### src/rtl/i2c_rp_pkg.sv
package i2c_rp_pkg;
  typedef enum logic [2:0] {
    ST_IDLE,
    ST_DEVADR,
    ST_SUBADR,
    ST_WDATA,
    ST_ACK,
    ST_FETCH,
    ST_TX,
    ST_MACK
  } rp_state_e;
endpackage

### src/rtl/i2c_rp_linemon.sv
module i2c_rp_linemon #(
  parameter int SYNC_STAGES = 2
) (
  input  logic clk,
  input  logic rst_n,
  input  logic scl_i,
  input  logic sda_i,
  output logic scl_lvl,
  output logic sda_lvl,
  output logic scl_rise,
  output logic scl_fall,
  output logic start_det,
  output logic stop_det
);
  logic [SYNC_STAGES-1:0] scl_sh, sda_sh;
  logic scl_q, sda_q;

  generate
    if (SYNC_STAGES == 1) begin : g_one
      always_ff @(posedge clk or negedge rst_n) begin
        if (!rst_n) begin
          scl_sh <= '1;
          sda_sh <= '1;
        end else begin
          scl_sh <= scl_i;
          sda_sh <= sda_i;
        end
      end
    end else begin : g_many
      always_ff @(posedge clk or negedge rst_n) begin
        if (!rst_n) begin
          scl_sh <= '1;
          sda_sh <= '1;
        end else begin
          scl_sh <= {scl_sh[SYNC_STAGES-2:0], scl_i};
          sda_sh <= {sda_sh[SYNC_STAGES-2:0], sda_i};
        end
      end
    end
  endgenerate

  always_ff @(posedge clk or negedge rst_n) begin
    if (!rst_n) begin
      scl_q <= 1'b1;
      sda_q <= 1'b1;
    end else begin
      scl_q <= scl_lvl;
      sda_q <= sda_lvl;
    end
  end

  assign scl_lvl   = scl_sh[SYNC_STAGES-1];
  assign sda_lvl   = sda_sh[SYNC_STAGES-1];
  assign scl_rise  = scl_lvl & ~scl_q;
  assign scl_fall  = ~scl_lvl & scl_q;
  assign start_det = scl_lvl & scl_q & sda_q & ~sda_lvl;
  assign stop_det  = scl_lvl & scl_q & ~sda_q & sda_lvl;
endmodule

### src/rtl/i2c_rp_engine.sv
module i2c_rp_engine
  import i2c_rp_pkg::*;
#(
  parameter int DATA_W = 8,
  parameter logic [DATA_W-2:0] DEV_ADDR = 7'h1D
) (
  input  logic              clk,
  input  logic              rst_n,
  input  logic              scl_lvl,
  input  logic              sda_lvl,
  input  logic              scl_rise,
  input  logic              scl_fall,
  input  logic              start_det,
  input  logic              stop_det,
  output logic              sda_oe,
  output logic              scl_oe,
  output logic [DATA_W-2:0] reg_addr,
  output logic [DATA_W-1:0] reg_wdata,
  output logic              reg_wr_en,
  output logic              reg_rd_req,
  input  logic              reg_rd_ack,
  input  logic [DATA_W-1:0] reg_rdata
);
  localparam int AW = DATA_W - 1;
  localparam int CW = $clog2(DATA_W + 1);
  localparam logic [CW-1:0] FULL = CW'(DATA_W);

  rp_state_e st, after;
  logic [CW-1:0]     cnt;
  logic [DATA_W-1:0] shreg, tx;
  logic [AW-1:0]     ptr;
  logic              autoinc, bump, mack_ok;

  assign reg_addr = ptr;

  always_ff @(posedge clk or negedge rst_n) begin
    if (!rst_n) begin
      st <= ST_IDLE; after <= ST_IDLE; cnt <= '0;
      shreg <= '0; tx <= '0; ptr <= '0;
      autoinc <= 1'b0; bump <= 1'b0; mack_ok <= 1'b0;
      sda_oe <= 1'b0; scl_oe <= 1'b0;
      reg_wdata <= '0; reg_wr_en <= 1'b0; reg_rd_req <= 1'b0;
    end else begin
      reg_wr_en <= 1'b0;
      if (stop_det) begin
        st <= ST_IDLE; sda_oe <= 1'b0; scl_oe <= 1'b0; reg_rd_req <= 1'b0;
      end else if (start_det) begin
        st <= ST_DEVADR; cnt <= '0; bump <= 1'b0;
        sda_oe <= 1'b0; scl_oe <= 1'b0; reg_rd_req <= 1'b0;
      end else begin
        case (st)
          ST_DEVADR, ST_SUBADR, ST_WDATA: begin
            if (scl_rise && cnt != FULL) begin
              shreg <= {shreg[DATA_W-2:0], sda_lvl};
              cnt   <= cnt + 1'b1;
            end else if (scl_fall && cnt == FULL) begin
              cnt <= '0;
              if (st == ST_DEVADR) begin
                if (shreg[DATA_W-1:1] == DEV_ADDR) begin
                  sda_oe <= 1'b1;
                  st     <= ST_ACK;
                  after  <= shreg[0] ? ST_FETCH : ST_SUBADR;
                end else begin
                  st <= ST_IDLE;
                end
              end else if (st == ST_SUBADR) begin
                ptr     <= shreg[AW-1:0];
                autoinc <= shreg[DATA_W-1];
                sda_oe  <= 1'b1;
                st      <= ST_ACK;
                after   <= ST_WDATA;
              end else begin
                reg_wdata <= shreg;
                reg_wr_en <= 1'b1;
                sda_oe    <= 1'b1;
                bump      <= 1'b1;
                st        <= ST_ACK;
                after     <= ST_WDATA;
              end
            end
          end
          ST_ACK: begin
            if (scl_fall) begin
              sda_oe <= 1'b0;
              st     <= after;
              bump   <= 1'b0;
              if (bump && autoinc) ptr <= ptr + AW'(1);
              if (after == ST_FETCH) begin
                scl_oe     <= 1'b1;
                reg_rd_req <= 1'b1;
              end
            end
          end
          ST_FETCH: begin
            if (reg_rd_ack) begin
              tx         <= reg_rdata;
              sda_oe     <= ~reg_rdata[DATA_W-1];
              scl_oe     <= 1'b0;
              reg_rd_req <= 1'b0;
              cnt        <= '0;
              st         <= ST_TX;
              if (autoinc) ptr <= ptr + AW'(1);
            end
          end
          ST_TX: begin
            if (scl_rise) begin
              cnt <= cnt + 1'b1;
            end else if (scl_fall) begin
              if (cnt == FULL) begin
                sda_oe <= 1'b0;
                cnt    <= '0;
                st     <= ST_MACK;
              end else begin
                tx     <= tx << 1;
                sda_oe <= ~tx[DATA_W-2];
              end
            end
          end
          ST_MACK: begin
            if (scl_rise) begin
              mack_ok <= ~sda_lvl;
            end else if (scl_fall) begin
              if (mack_ok) begin
                st         <= ST_FETCH;
                scl_oe     <= 1'b1;
                reg_rd_req <= 1'b1;
              end else begin
                st <= ST_IDLE;
              end
            end
          end
          default: ;
        endcase
      end
    end
  end

  // request held with a fixed address until acknowledged
  assert_rdreq_hold_R9: assert property (@(posedge clk) disable iff (!rst_n)
    (reg_rd_req && !reg_rd_ack && !stop_det && !start_det) |=> (reg_rd_req && $stable(reg_addr)));
  // request falls once acknowledged
  assert_rdreq_drop_R9: assert property (@(posedge clk) disable iff (!rst_n)
    (reg_rd_req && reg_rd_ack) |=> !reg_rd_req);
  // SCL held while a fetch is pending
  assert_stretch_R7: assert property (@(posedge clk) disable iff (!rst_n)
    reg_rd_req |-> scl_oe);
  // write strobe lasts a single cycle
  assert_wr_pulse_R3: assert property (@(posedge clk) disable iff (!rst_n)
    reg_wr_en |=> !reg_wr_en);
  // STOP releases every line and request
  assert_stop_release_R8: assert property (@(posedge clk) disable iff (!rst_n)
    stop_det |=> (!sda_oe && !scl_oe && !reg_rd_req));
  // data line moves only while SCL is low
  assert_sda_lowphase_R10: assert property (@(posedge clk) disable iff (!rst_n)
    (!$stable(sda_oe) && !$past(start_det) && !$past(stop_det)) |-> !$past(scl_lvl));
endmodule

### src/rtl/i2c_regport_slave.sv
module i2c_regport_slave #(
  parameter int DATA_W = 8,
  parameter logic [DATA_W-2:0] DEV_ADDR = 7'h1D,
  parameter int SYNC_STAGES = 2
) (
  input  logic              clk,
  input  logic              rst_n,
  input  logic              scl_i,
  input  logic              sda_i,
  output logic              scl_oe,
  output logic              sda_oe,
  output logic [DATA_W-2:0] reg_addr,
  output logic [DATA_W-1:0] reg_wdata,
  output logic              reg_wr_en,
  output logic              reg_rd_req,
  input  logic              reg_rd_ack,
  input  logic [DATA_W-1:0] reg_rdata
);
  logic scl_lvl, sda_lvl, scl_rise, scl_fall, start_det, stop_det;

  i2c_rp_linemon #(.SYNC_STAGES(SYNC_STAGES)) u_linemon (
    .clk(clk), .rst_n(rst_n), .scl_i(scl_i), .sda_i(sda_i),
    .scl_lvl(scl_lvl), .sda_lvl(sda_lvl), .scl_rise(scl_rise),
    .scl_fall(scl_fall), .start_det(start_det), .stop_det(stop_det)
  );

  i2c_rp_engine #(.DATA_W(DATA_W), .DEV_ADDR(DEV_ADDR)) u_engine (
    .clk(clk), .rst_n(rst_n), .scl_lvl(scl_lvl), .sda_lvl(sda_lvl),
    .scl_rise(scl_rise), .scl_fall(scl_fall), .start_det(start_det),
    .stop_det(stop_det), .sda_oe(sda_oe), .scl_oe(scl_oe),
    .reg_addr(reg_addr), .reg_wdata(reg_wdata), .reg_wr_en(reg_wr_en),
    .reg_rd_req(reg_rd_req), .reg_rd_ack(reg_rd_ack), .reg_rdata(reg_rdata)
  );
endmodule

### config.mk
export PLATFORM = sky130hd
export DESIGN_NAME = i2c_regport_slave
export DESIGN_NICKNAME = d
export VERILOG_FILES = /design/src/rtl/i2c_rp_pkg.sv /design/src/rtl/i2c_rp_linemon.sv /design/src/rtl/i2c_rp_engine.sv /design/src/rtl/i2c_regport_slave.sv
export SDC_FILE = /design/constraint.sdc
export NUM_CORES = 1
export LEC_CHECK = 0
export ABC_CLOCK_PERIOD_IN_PS = 5200
export BUFFER_PORTS_ARGS = -buffer_cell sky130_fd_sc_hd__buf_2
export CORE_AREA = 10 10 81 83
export DETAILED_ROUTE_END_ITERATION = 12
export DIE_AREA = 0 0 91 93
export HOLD_SLACK_MARGIN = 0.1
export PLACE_DENSITY = 0.87
export SYNTH_ARGS = -nofsm -noshare
export SYNTH_HDL_FRONTEND = slang
export SYNTH_HIERARCHICAL = 1
export SYNTH_SLANG_ARGS = --single-unit
### constraint.sdc
create_clock -name clk -period 5.2 [get_ports clk]
set_clock_uncertainty 0.15 [all_clocks]
set_input_delay 1.04 -clock clk [delete_from_list [all_inputs] [get_ports clk]]
set_output_delay 1.04 -clock clk [all_outputs]
set_load 0.02 [all_outputs]
==> results.cfg <==
[placement]
routabilityCongestion = 0.962
portBuffers = 31
placed_area_sq_mm = 0.00301
dp_slack_ps = 2740
dp.cells = 359
place_hpwl_mm = 4.14

[yosys]
synth_area_sq_mm = 0.00287
syn_inst = 273
synth_fp_nets = 289
synth.largest_area_cell = dfrtp_1
synth_edf_count = 0
synth_area_leaders = dfrtp_1 (40%), mux2_2 (6.3%), dfstp_2 (5.5%)
synth_warnings = 6
avgSynthCellArea_sq_um = 10.5
ys_top_cells_by_count = dfrtp_1 (46), nand2_1 (21), o21ai_0 (20), nor2_1 (18), mux2_2 (16)
seq_area_frac_synth_pct = 45.6
dominantRegCellSynth = dfrtp_1
synth_top_cell_area_share_pct = 40.1
yosysMostFrequentCell = dfrtp_1
ys_types = 63
async_reset_ff_share_pct = 100
ys_ff_latch = 52

[die]
fp.coreArea_sq_mm = 0.00501
die_w_um = 91
num_rows = 26
die_h_um = 93
dieArea_sq_mm = 0.00846
start_util_pct = 57.3
ioPinCount = 32

[final_layout]
layout.cells.non_filler = 367
antenna_cells = 0
fin_util_pct = 62.8
layout.nets = 312
drive_gt1_share_pct = 28.3
area_growth_pct = 9.63
fin_area_sq_mm = 0.00315

[clocking]
cts_sinks = 52
clkLatencyLatePin_ps = 310
clockBufferDepth = 2
clk_pin_slew_ps = 100
htree_levels = 2
tritoncts = yes
cts-root-buf = clkbuf_8
cts_inserted_buffers = 5
ctsHoldBuffers = 0
cts_resized = 0
post-cts-setup-buffers = 0

[worst_hold_path]
hp-class = reg -> reg
hold_path_end = u_linemon/sda_sh[1]
min_from = u_linemon/sda_sh[0]
holdPathStages = 0

[sta]
min_period_ps = 2570
tightestPinTransition_ps = 909
rsz0062_at_grt = false
holdWs_ps = 211
tns_ps = 0
slew_violations = 0
max_freq_mhz = 389
maxSlewHeadroom_pct = 39.4
finalHoldViolations = 0
postLayoutSetupSlackWorst_ps = 2630
setup_viol = 0
finalCritPeriodShare_pct = 49.4

[setup_path]
r2r_slack_ps = 2630
reg2reg_from = u_engine/st[2]
crit_fanout = 27
critPathSlowestCell = dfrtp_1
r2r_end = u_engine/reg_addr[0]
critical_path_class = reg -> reg
critPathCaptureType = flip-flop
setup.worst_path.start_class = flip-flop
cpPeakStageDelay_ps = 920
crit_chain = nand2b_1, o22ai_1, nand2_2, a211o_1
worstRegToRegCells = 4
worst-endpoint-required_ps = 5260
crit_arrival_ps = 2630

[global_route]
grt_max_degree = 53
grt-ovfl-total = 0
track_usage_pct = 14.5
antenna_found_initial = 0
grt_pass1_wl_mm = 10.3
grt_pass1_vias = 2158

[detailed_routing]
drt-vias-per-instance = 6.03
routed_wl_mm = 6.06
drc = 0
ant_nets = 0
post_drt_wl_per_cell_um = 16.5
first_iter_violations = 296
vias = 2213
dr.pass1.iters = 7

[power]
power.density_mw_per_mm2 = 440
p_leak_nw = 1.50
total_power_mw = 1.38
peakVddDrop_v = 0.000308

[outcome]
status = completed

[run]
drv_cap = 0
## state kept, by name (all words and copies together) (netlist names), 2 cells and up
name	cells
u_engine/cnt	4
u_engine/after	3
u_linemon/scl_sh	2
u_linemon/sda_sh	2
u_engine/tx	7
u_engine/st	3
u_engine/reg_wdata	8
u_engine/reg_addr	7
u_engine/shreg	8
## power by group
part | leakage (nW) | internal [mW] | switching, mW
combinational | 0.745 | 0.213 | 0.246
sequential | 0.690 | 0.472 | 0.125
clock | 0.0687 | 0.194 | 0.135
## area by class of cell
type                            instances  area, sq um
Clock buffer                            5         68.8
Clock inverter                          3         68.8
Fill cell                             395         1860
Inverter                               11         41.3
Multi-Input combinational cell        194         1410
Sequential cell                        52         1310
Tap cell                               70         87.6
Timing Repair Buffer                   32          163
## cells in the final DEF, fill, tap and decap left out, drive strengths merged, types with 3 or more instances in the layout
master   synthesis  routed
a21oi           11      11
a31oi            5       5
and3             4       4
and4b            3       3
buf             14      32
clkbuf           2       5
dfrtp           46      46
dfstp            6       6
ha               3       3
inv             11      12
mux2            19      19
mux2i           12      12
nand2           24      24
nand2b           3       3
nand3            9       9
nand3b           5       5
nor2            20      20
nor2b            5       5
nor3             7       7
nor4             3       3
o21a             3       3
o21ai           24      24
o22ai            4       4
o2bb2ai          3       3
or2              3       3
## how the worst max path moves through the flow
stage                      endpoint                start  depth (start not counted)
2_1_floorplan        u_engine/st[0]  u_linemon/sda_sh[1]                          7
3_3_place_gp         u_engine/st[2]  u_linemon/scl_sh[1]                          6
3_5_place_dp   u_engine/reg_addr[0]       u_engine/st[2]                          4
4_1_cts        u_engine/reg_addr[0]       u_engine/st[2]                          4
5_1_grt        u_engine/reg_addr[0]       u_engine/st[2]                          4
6_report       u_engine/reg_addr[0]       u_engine/st[2]                          4
## cell families (layout without fill, tap and decap cells)
family / count (synthesis) / after routing / synth area share [%]
AO/OA/AOI/OAI: 67 / 67 / 16.6
buffers and inverters: 27 / 51 / 5.32
adder cells (fa/ha/maj): 3 / 3 / 1.31
multiplexers: 31 / 31 / 12.0
flip-flops: 52 / 52 / 45.6
AND/OR/NAND/NOR: 93 / 93 / 19.1
## metal layers
layer / global-route usage, % / vias to the layer above / wire length (um)
met5: 0 / - / 0
met4: 5.61 / 0 / 132
met3: 3.92 / 20 / 447
met2: 22.4 / 119 / 2900
met1: 19.1 / 1051 / 2570
li1: - / 1023 / -
## critical path, delay by kind of cell (launching register included)
family | cells | cell delay, ps
flip-flops | 1 | 920
AND/OR/NAND/NOR | 2 | 740
AO/OA/AOI/OAI | 2 | 650
Power figures use the tool's default switching activity.
